## config.mk

```make
export PLATFORM = sky130hd
export DESIGN_NAME = spi_gpio_port
export DESIGN_NICKNAME = d
export VERILOG_FILES = /design/src/rtl/spi_gpio_pkg.sv /design/src/rtl/pin_sync.sv /design/src/rtl/port_regs.sv /design/src/rtl/owner_mux.sv /design/src/rtl/spi_gpio_port.sv
export SDC_FILE = /design/constraint.sdc
export NUM_CORES = 1
export LEC_CHECK = 0
export BUFFER_PORTS_ARGS = -buffer_cell sky130_fd_sc_hd__clkbuf_2
export CAP_MARGIN = 20
export CORE_UTILIZATION = 30
export DETAILED_ROUTE_END_ITERATION = 10
export GPL_TIMING_DRIVEN = 1
export SKIP_CTS_REPAIR_TIMING = 1
export SYNTH_ARGS = -nofsm -noshare
export SYNTH_HDL_FRONTEND = slang
export SYNTH_HIERARCHICAL = 1
export SYNTH_SLANG_ARGS = --single-unit
```

## constraint.sdc

```tcl
create_clock -name clk -period 1.4 [get_ports clk]
set_input_delay 0.14 -clock clk [delete_from_list [all_inputs] [get_ports clk]]
set_output_delay 0.14 -clock clk [all_outputs]
set_load 0.1 [all_outputs]
```

## src/rtl/spi_gpio_pkg.sv

```systemverilog
// Shared constants and decode helpers for the shared GPIO port.
// Assumes a byte-addressed register window with fixed offsets.
package spi_gpio_pkg;
    localparam int ADDR_W = 8;
    localparam logic [ADDR_W-1:0] OFS_DATA = 8'h20;
    localparam logic [ADDR_W-1:0] OFS_IN   = 8'h21;
    localparam logic [ADDR_W-1:0] OFS_DIR  = 8'h22;

    typedef enum logic [1:0] {
        SEL_NONE = 2'd0,
        SEL_DATA = 2'd1,
        SEL_IN   = 2'd2,
        SEL_DIR  = 2'd3
    } reg_sel_e;

    // Map an offset to the register it selects.
    function automatic reg_sel_e decode_ofs(input logic [ADDR_W-1:0] a);
        case (a)
            OFS_DATA: return SEL_DATA;
            OFS_IN:   return SEL_IN;
            OFS_DIR:  return SEL_DIR;
            default:  return SEL_NONE;
        endcase
    endfunction
endpackage

```

## src/rtl/pin_sync.sv

```systemverilog
// Multi-stage synchronizer for the pad inputs.
// It deliberately has no reset, so the sampled levels survive a reset.
// Assumes STAGES >= 1.
module pin_sync #(
    parameter int W      = 8,
    parameter int STAGES = 2
) (
    input  logic         clk,
    input  logic [W-1:0] d,
    output logic [W-1:0] q
);
    logic [W-1:0] stg [STAGES];

    // First stage captures the asynchronous pad levels.
    always_ff @(posedge clk) begin
        stg[0] <= d;
    end

    for (genvar s = 1; s < STAGES; s++) begin : g_stage
        // Each later stage re-registers the previous one.
        always_ff @(posedge clk) begin
            stg[s] <= stg[s-1];
        end
    end

    assign q = stg[STAGES-1];
endmodule

```

## src/rtl/port_regs.sv

```systemverilog
// Register file for the port: data latch, direction register and registered read mux.
// Assumes the offsets in spi_gpio_pkg. The pin-level register has no storage of its own.
module port_regs
    import spi_gpio_pkg::*;
#(
    parameter int W  = 8,
    parameter int AW = ADDR_W
) (
    input  logic          clk,
    input  logic          rst_n,
    input  logic [AW-1:0] bus_addr,
    input  logic          bus_we,
    input  logic [W-1:0]  bus_wdata,
    input  logic [W-1:0]  pins_sync,
    output logic [W-1:0]  data_q,
    output logic [W-1:0]  dir_q,
    output logic [W-1:0]  bus_rdata
);
    reg_sel_e     sel;
    logic [W-1:0] rd_next;

    assign sel = decode_ofs(bus_addr);

    // Data latch: written through the bus at any time, cleared by reset.
    always_ff @(posedge clk) begin
        if (!rst_n)                       data_q <= '0;
        else if (bus_we && sel == SEL_DATA) data_q <= bus_wdata;
    end

    // Direction register: 1 marks an output, cleared by reset.
    always_ff @(posedge clk) begin
        if (!rst_n)                      dir_q <= '0;
        else if (bus_we && sel == SEL_DIR) dir_q <= bus_wdata;
    end

    // Read mux: a data read mixes latch and pin bits according to the direction register.
    always_comb begin
        case (sel)
            SEL_DATA: rd_next = (data_q & dir_q) | (pins_sync & ~dir_q);
            SEL_IN:   rd_next = pins_sync;
            SEL_DIR:  rd_next = dir_q;
            default:  rd_next = '0;
        endcase
    end

    // Read data register: the value appears one cycle after the address.
    always_ff @(posedge clk) begin
        if (!rst_n) bus_rdata <= '0;
        else        bus_rdata <= rd_next;
    end

    // a direction write lands in the following cycle.
    p_dir_write_r7: assert property (@(posedge clk) disable iff (!rst_n)
        (bus_we && bus_addr == OFS_DIR) |=> (dir_q == $past(bus_wdata)));

    // a write to the pin-level register leaves both registers untouched.
    p_in_nowrite_r6: assert property (@(posedge clk) disable iff (!rst_n)
        (bus_we && bus_addr == OFS_IN) |=> (data_q == $past(data_q) && dir_q == $past(dir_q)));

    // an unmapped offset reads zero in the next cycle.
    p_unmapped_zero_r9: assert property (@(posedge clk) disable iff (!rst_n)
        (bus_addr != OFS_DATA && bus_addr != OFS_IN && bus_addr != OFS_DIR) |=> (bus_rdata == '0));

    // the pin-level read returns the synchronized pins of the previous cycle.
    p_in_read_r6: assert property (@(posedge clk) disable iff (!rst_n)
        (bus_addr == OFS_IN) |=> (bus_rdata == $past(pins_sync)));
endmodule

```

## src/rtl/owner_mux.sv

```systemverilog
// Per-group pin ownership: an enabled peripheral overrides GPIO on its group of pins.
// Assumes W divides evenly into GROUPS groups. Group g covers pins [g*GW +: GW].
module owner_mux #(
    parameter int W      = 8,
    parameter int GROUPS = 2
) (
    input  logic              rst_n,
    input  logic [GROUPS-1:0] grp_en,
    input  logic [W-1:0]      gpio_out,
    input  logic [W-1:0]      gpio_oe,
    input  logic [W-1:0]      per_out,
    input  logic [W-1:0]      per_oe,
    output logic [W-1:0]      pin_out,
    output logic [W-1:0]      pin_oe
);
    localparam int GW = W / GROUPS;

    for (genvar g = 0; g < GROUPS; g++) begin : g_grp
        // Select the owner of this group and gate the drivers while reset is held.
        always_comb begin
            if (grp_en[g]) begin
                pin_out[g*GW +: GW] = per_out[g*GW +: GW];
                pin_oe[g*GW +: GW]  = rst_n ? per_oe[g*GW +: GW] : '0;
            end else begin
                pin_out[g*GW +: GW] = gpio_out[g*GW +: GW];
                pin_oe[g*GW +: GW]  = rst_n ? gpio_oe[g*GW +: GW] : '0;
            end
        end
    end

    // no pad is driven while reset is held.
    always_comb begin
        if (rst_n == 1'b0) begin
            p_oe_off_reset_r4: assert (pin_oe == '0);
        end
    end
endmodule

```

## src/rtl/spi_gpio_port.sv

```systemverilog
// Top level of the shared GPIO port. It ties together the input synchronizer,
// the register file and the per-group ownership multiplexer.
// Assumes synchronous active-low reset. spi_en[g] claims pins [g*4 +: 4] with the defaults.
module spi_gpio_port
    import spi_gpio_pkg::*;
#(
    parameter int NPINS       = 8,
    parameter int NOWNERS     = 2,
    parameter int SYNC_STAGES = 2
) (
    input  logic               clk,
    input  logic               rst_n,
    input  logic [ADDR_W-1:0]  bus_addr,
    input  logic               bus_we,
    input  logic [NPINS-1:0]   bus_wdata,
    output logic [NPINS-1:0]   bus_rdata,
    input  logic [NPINS-1:0]   pin_in,
    output logic [NPINS-1:0]   pin_out,
    output logic [NPINS-1:0]   pin_oe,
    input  logic [NOWNERS-1:0] spi_en,
    input  logic [NPINS-1:0]   spi_out,
    input  logic [NPINS-1:0]   spi_oe,
    output logic [NPINS-1:0]   spi_in
);
    localparam int GW = NPINS / NOWNERS;

    logic [NPINS-1:0] pins_s;
    logic [NPINS-1:0] data_q;
    logic [NPINS-1:0] dir_q;

    pin_sync #(.W(NPINS), .STAGES(SYNC_STAGES)) u_sync (
        .clk (clk),
        .d   (pin_in),
        .q   (pins_s)
    );

    port_regs #(.W(NPINS), .AW(ADDR_W)) u_regs (
        .clk       (clk),
        .rst_n     (rst_n),
        .bus_addr  (bus_addr),
        .bus_we    (bus_we),
        .bus_wdata (bus_wdata),
        .pins_sync (pins_s),
        .data_q    (data_q),
        .dir_q     (dir_q),
        .bus_rdata (bus_rdata)
    );

    owner_mux #(.W(NPINS), .GROUPS(NOWNERS)) u_own (
        .rst_n    (rst_n),
        .grp_en   (spi_en),
        .gpio_out (data_q),
        .gpio_oe  (dir_q),
        .per_out  (spi_out),
        .per_oe   (spi_oe),
        .pin_out  (pin_out),
        .pin_oe   (pin_oe)
    );

    assign spi_in = pins_s;

    // the upper group follows its peripheral while that peripheral is enabled.
    p_upper_owned_r1: assert property (@(posedge clk) disable iff (!rst_n)
        spi_en[NOWNERS-1] |-> (pin_out[NPINS-1 -: GW] == spi_out[NPINS-1 -: GW]
                               && pin_oe[NPINS-1 -: GW] == spi_oe[NPINS-1 -: GW]));

    // the lower group follows its peripheral while that peripheral is enabled.
    p_lower_owned_r2: assert property (@(posedge clk) disable iff (!rst_n)
        spi_en[0] |-> (pin_out[GW-1:0] == spi_out[GW-1:0] && pin_oe[GW-1:0] == spi_oe[GW-1:0]));

    if (SYNC_STAGES == 2) begin : g_lat_chk
        // the peripheral input lanes carry the pad levels of two edges ago.
        p_sync_two_r8: assert property (@(posedge clk) disable iff (!rst_n)
            $past(rst_n, 2) |-> (spi_in == $past(pin_in, 2)));
    end
endmodule

```

==> impl_metrics.ini, run 1 <==
[finish]
finalNetCount = 290
diodes = 0
fin_util_pct = 49.28
layout-drive-gt1-share_pct = 49.19
layout-area-overhead-vs-synth_pct = 53.96
layout_common_cells = clkbuf_2, dfxtp_1, nand2_1
final_common_cell = clkbuf_2
nFillCells = 510

[cts]
cts-root-buf = clkbuf_8
cts_buffers = 5
clk_latency_ns = 0.28
cts_buffer_depth = 2
clk_pin_slew_ns = 0.08
htreeDepth = 2
clock_sinks = 40
cts_tree = done

[place]
place.gp.congestion = 0.7929
place_hpwl_mm = 3.112
port_buffers = 76

[synthesis]
synth_seq_area_share_pct = 47.76
netlist_area_um2 = 1677
synth.top_cell.area_share_pct = 47.76
yosysTopAreaCell = dfxtp_1
netlist-cell-type-count = 18
synth_area_per_cell_um2 = 10.54
synth.area.top_cells = dfxtp_1, mux2i_1, mux2_4
synth_seq_cells = 40
synth_warnings = 6
syn_inst = 159
syn_nets = 204

[route]
drt_iter0_drc = 40
wl_per_cell_um = 12.50
antenna_left = 0
drc_errors = 0
vias = 1382
firstDrtPassIters = 4
wl_mm = 3.949
routed_via_density = 4.373

[sta]
slew_headroom_pct = 63.48
fin_skew_ns = 0.006369
hold_viol = 0
fmax_mhz = 776.6
final.min_clock_period_ns = 1.288
grt_setup_unrepaired = false
finalSetupViolCount = 0
tightestPinTransition_ns = 0.5501
period_share_pct = 91.97
timing.hold.ws_ns = 0.1061
slew_viol_final = 0

[critical_path]
critPathArrivalTime_ns = 1.46
cp_max_fo = 8
required_ns = 1.57
critPathKind = input pin to flop
crit_path_end_kind = flop
start_kind = input pin

[power_and_ir_drop]
ir_drop_v = 0.0007471
powerDensity_nw_per_um2 = 1065
cellLeakagePower_nw = 1.227

[worst_hold_path]
hold_class = input pin to flop

[global_routing]
antenna_found_initial = 0
grt_max_degree = 15
groute.usage.overall_pct = 13.54
grt_first_pass_wirelength_mm = 6.203
overflow = 0
grt_pass1_vias = 1351

[status]
status = finished clean

[floorplanning]
design.core.area_um2 = 5238
die_h_um = 76.76
fp.dieArea_um2 = 5891
std_cell_rows = 26
die_x_um = 76.76
start_util_pct = 32.01
ios = 77

[flow_run]
drv_cap = 0
## cells in the mapped netlist
cell	number
a211oi_1	8
a21oi_1	8
and2b_2	8
buf_4	8
buf_6	3
clkbuf_1	4
dfxtp_1	40
inv_1	1
mux2_4	8
mux2i_1	24
nand2_1	25
nand4b_1	1
nor2_1	9
nor2b_1	8
nor3_4	1
or3_1	1
or4b_1	1
or4b_4	1
## worst max-delay path, stage by stage
cell	delay, ns
clkbuf_2	0.10
or4b_4	0.54
or3_1	0.36
buf_4	0.19
mux2i_1	0.12
## per-stage QoR
stage	power, mW	setup slack, ns	TNS (ns)	cells	area, um2
2_1_floorplan	1.572	-0.01614	-0.1291	159	1700
3_3_place_gp	1.746	-0.1553	-1.857	300	2375
3_5_place_dp	1.751	-0.1897	-2.251	300	2375
4_1_cts	2.761	0.1169	0	308	2501
5_1_grt	2.855	0.04415	0	316	2581
6_report	2.749	0.1124	0	316	2581
## state kept, by name, indices dropped and copies added, names as in the netlist
register and count:
u_sync/stg 16, u_regs/bus_rdata 8, u_regs/data_q 8, u_regs/dir_q 8
## path summary, 6_finish.rpt
path / from / endpoint / slack (ns) / depth (start not counted)
setup reg to reg: u_regs/dir_q[4] / u_regs/bus_rdata[4] / 0.51 / 3
hold reg to reg: u_sync/stg[0][6] / u_sync/stg[0][14] / 0.33 / 0
hold / removal: bus_wdata[4] / u_regs/dir_q[4] / 0.11 / 3
setup / recovery: bus_addr[0] / u_regs/dir_q[1] / 0.11 / 5
## kinds of logic (layout without fill, tap and decap cells)
| kind of cell | Yosys count | count (layout) | synth area share, % |
|---|---|---|---|
| multiplexers | 32 | 32 | 21.49 |
| AO/OA/AOI/OAI | 16 | 16 | 5.970 |
| AND/OR/NAND/NOR | 55 | 55 | 18.06 |
| flip-flops | 40 | 40 | 47.76 |
| buffers and inverters | 16 | 103 | 6.716 |
## layer usage
layer | part of all wire, % | wire, um | track usage, %
met4 | 0.81 | 32 | 3.654
met2 | 46 | 1830 | 22.14
met5 | 0 | 0 | 0
met3 | 7.2 | 286 | 5.833
met1 | 46 | 1799 | 16.05
## where the power goes
| group | switching, mW | internal (mW) |
|---|---|---|
| registers | 0.00944 | 1.16 |
| clock network | 0.381 | 0.629 |
| logic | 0.359 | 0.208 |
## cell type report
class                           instances  area, um2  share of cell area [%]
Timing Repair Buffer                   94      775.7                   30.05
Tap cell                               70      87.58                   3.393
Clock inverter                          1      30.03                   1.163
Multi-Input combinational cell        103      787.0                   30.49
Inverter                                1      3.754                  0.1454
Clock buffer                            7      96.34                   3.732
Sequential cell                        40      800.8                   31.02
(Power assumes the default switching activity.)
==> inputs of run 2 (changes only) <==
--- a/config.mk
+++ b/config.mk
@@ -10,8 +10,8 @@
 export CORE_UTILIZATION = 30
 export DETAILED_ROUTE_END_ITERATION = 10
 export GPL_TIMING_DRIVEN = 1
+export SETUP_SLACK_MARGIN = 0.4
 export SKIP_CTS_REPAIR_TIMING = 1
 export SYNTH_ARGS = -nofsm -noshare
 export SYNTH_HDL_FRONTEND = slang
-export SYNTH_HIERARCHICAL = 1
 export SYNTH_SLANG_ARGS = --single-unit
==> run 2 against run 1 <==
  * Flip-flop and latch count unchanged
  * Count of clock-buffer cells in the layout is 1 lower
  * Total power shrank 4.8%
  * Die area shrank 2.7%
  * Core utilization rose by 9.0 points
  * Combinational power up 14%
  * Sequential share of layout area down 2.7 points
  * Synthesized cell count down 1.3%
  * Design area grew 17%
  * Sequential power about the same
  * Critical path depth decreased by 3
  * Critical path type is now flop to primary output
  * Largest cell class is now non-clock buffers
==> impl_metrics.ini, run 2 <==
[status]
status = finished clean

[critical_path]
reg2reg_depth = 4
critPathKind = flop to primary output
start_kind = flop
crit_path_end_kind = primary output
required_ns = 1.26
regToRegEndpoint = u_regs.bus_rdata[1]
setup.worst_path.start = u_regs.data_q[5]
cp_max_fo = 3
reg2reg_setup_slack_ns = 0.23
critPathArrivalTime_ns = 1.09
cp-endpoint = pin_out[5]
timing.rr.start = u_regs.dir_q[1]

[sta]
slew_headroom_pct = 73.66
final.min_clock_period_ns = 1.228
finalSetupViolCount = 0
finalSetupTns_ns = 0
tightestPinTransition_ns = 0.3951
fmax_mhz = 814.1
grt_setup_unrepaired = true
slew_viol_final = 0
fin_skew_ns = 0.009209
period_share_pct = 87.74
hold_viol = 0

[power_and_ir_drop]
seqPwrFrac_pct = 44.7
switching_share_pct = 30.30
comb_power_share_pct = 24.6
netSwitchingPower_uw = 793.4
powerDensity_nw_per_um2 = 868.0
p_clk_share_pct = 30.7
ir_drop_v = 0.0006117
internal_power_mw = 1.825
cellLeakagePower_nw = 1.305

[finish]
top_register = u_sync.stg
layout_common_cells = clkbuf_2, buf_12, dfxtp_2
largest_reg_flops = 16
layout-drive-gt1-share_pct = 67.21
final_common_cell = clkbuf_2
diodes = 0
fin_util_pct = 58.32
final_cells = 317
finalNetCount = 291
nFillCells = 433
layout-area-overhead-vs-synth_pct = 85.03

[synthesis]
netlist-cell-type-count = 17
yosys.area_share.simple_pct = 19.49
synth_warnings = 0
synth_area_per_cell_um2 = 10.38
synth_seq_cells = 40
yosysTopAreaCell = dfxtp_1
yosysMostFrequentCell = dfxtp_1
synth.area.top_cells = dfxtp_1, mux2i_1, mux2_2
synth_compound_area_share_pct = 5.372
synth.top_cell.area_share_pct = 49.12
synth_seq_area_share_pct = 49.12
synth_top_family_by_area = multiplexers
syn_nets = 202
synthFlopType = dfxtp_1
synthArstFlopShare_pct = 0
syn_inst = 157
synth-adder-area-share_pct = 0
synth_edf_count = 0
synthTopCellsByCount = dfxtp_1, mux2i_1, nand2_1, nor2b_1
synth_xor_area_share_pct = 0
netlist_area_um2 = 1630
muxShareOfSynthArea_pct = 20.26

[route]
antenna_left = 0
wl_mm = 4.283
drt_iter0_drc = 43
routed_via_density = 4.479
vias = 1420
wl_per_cell_um = 13.51
firstDrtPassIters = 6
drc_errors = 0

[global_routing]
groute.usage.overall_pct = 14.21
grt_first_pass_wirelength_mm = 5.809
grt_max_degree = 20
grt_pass1_vias = 1225
overflow = 0
antenna_found_initial = 0

[floorplanning]
std_cell_rows = 26
die_h_um = 75.72
die_x_um = 75.72
start_util_pct = 31.52
fp.dieArea_um2 = 5734
design.core.area_um2 = 5172
ios = 77

[place]
dpl.cell_count = 293
place.gp.congestion = 0.7572
place_hpwl_mm = 3.044
port_buffers = 76

[cts]
cts_buffers = 5
cts_tree = done
clock_sinks = 40
clk_latency_ns = 0.29
clk_pin_slew_ns = 0.07
htreeDepth = 2
cts_buffer_depth = 2
cts-root-buf = clkbuf_8

[flow_run]
drv_cap = 0

[worst_hold_path]
hold_class = input pin to flop
[run 2: cell count changes after synthesis, sizes merged, moves of 5 or more]
cell and change:
a211oi -7, and2b -5, nor2 -9, nor2b +5, o21ai +8, or3b +8
[run 2: layout make-up]
cell class | count | area, um2 | share of cell area, %
flip-flops and latches | 40 | 853.3 | 28.29
clock inverters | 2 | 15.01 | 0.4977
well taps | 70 | 87.58 | 2.903
multi-input cells | 102 | 945.9 | 31.36
clock buffers | 6 | 82.58 | 2.737
repair buffers | 97 | 1032 | 34.22
[run 2: cells by family after synthesis]
group	count (synthesis)
AND/OR/NAND/NOR	53
multiplexers	32
buffers and inverters	15
AO/OA/AOI/OAI	17
flip-flops	40
[run 2: stage by stage]
step	hold slack, ns	area (um2)	setup slack, ns	power, mW
finish	0.09246	3017	0.1716	2.618
global route	0.1009	3017	0.1423	2.729
CTS	-0.06989	2430	-0.04565	2.529
detailed placement	0.2439	2332	0.1479	1.733
global placement	0.2428	2332	0.1763	1.728
floorplan	0.1677	1747	0.3171	1.572
[run 2: how the worst min path moves through the flow]
stage                                   to          from  cells after the start
after floorplan           u_sync.stg[0][0]     pin_in[0]                      0
after global placement    u_sync.stg[0][2]     pin_in[2]                      1
after detailed placement  u_sync.stg[0][4]     pin_in[4]                      1
after CTS                 u_sync.stg[0][4]     pin_in[4]                      1
after global routing       u_regs.dir_q[3]  bus_wdata[3]                      3
final                      u_regs.dir_q[0]  bus_wdata[0]                      3
[run 2: power by group through the flow]
| stage | registers (mW) | clock network, mW | logic (mW) |
|---|---|---|---|
| 2_1_floorplan | 1.20 | 0 | 0.375 |
| 3_3_place_gp | 1.20 | 0 | 0.530 |
| 3_5_place_dp | 1.20 | 0 | 0.535 |
| 4_1_cts | 1.17 | 0.821 | 0.536 |
| 5_1_grt | 1.17 | 0.886 | 0.669 |
| 6_report | 1.17 | 0.803 | 0.644 |
[run 2: routing by layer]
metal  up-vias  wire [um]  track usage (%)  part of all wire (%)
li1        705          -                -                     -
met1       656       1739            16.40                    41
met2        55       2254            24.11                    53
met3         4        268            5.423                   6.3
met4         0         21            4.938                  0.49
met5         -          0                0                     0
[run 2: worst max-delay path: stages (launching register included)]
cell,delay (ns)
dfxtp_2,0.34
mux2_2,0.29
buf_12,0.17
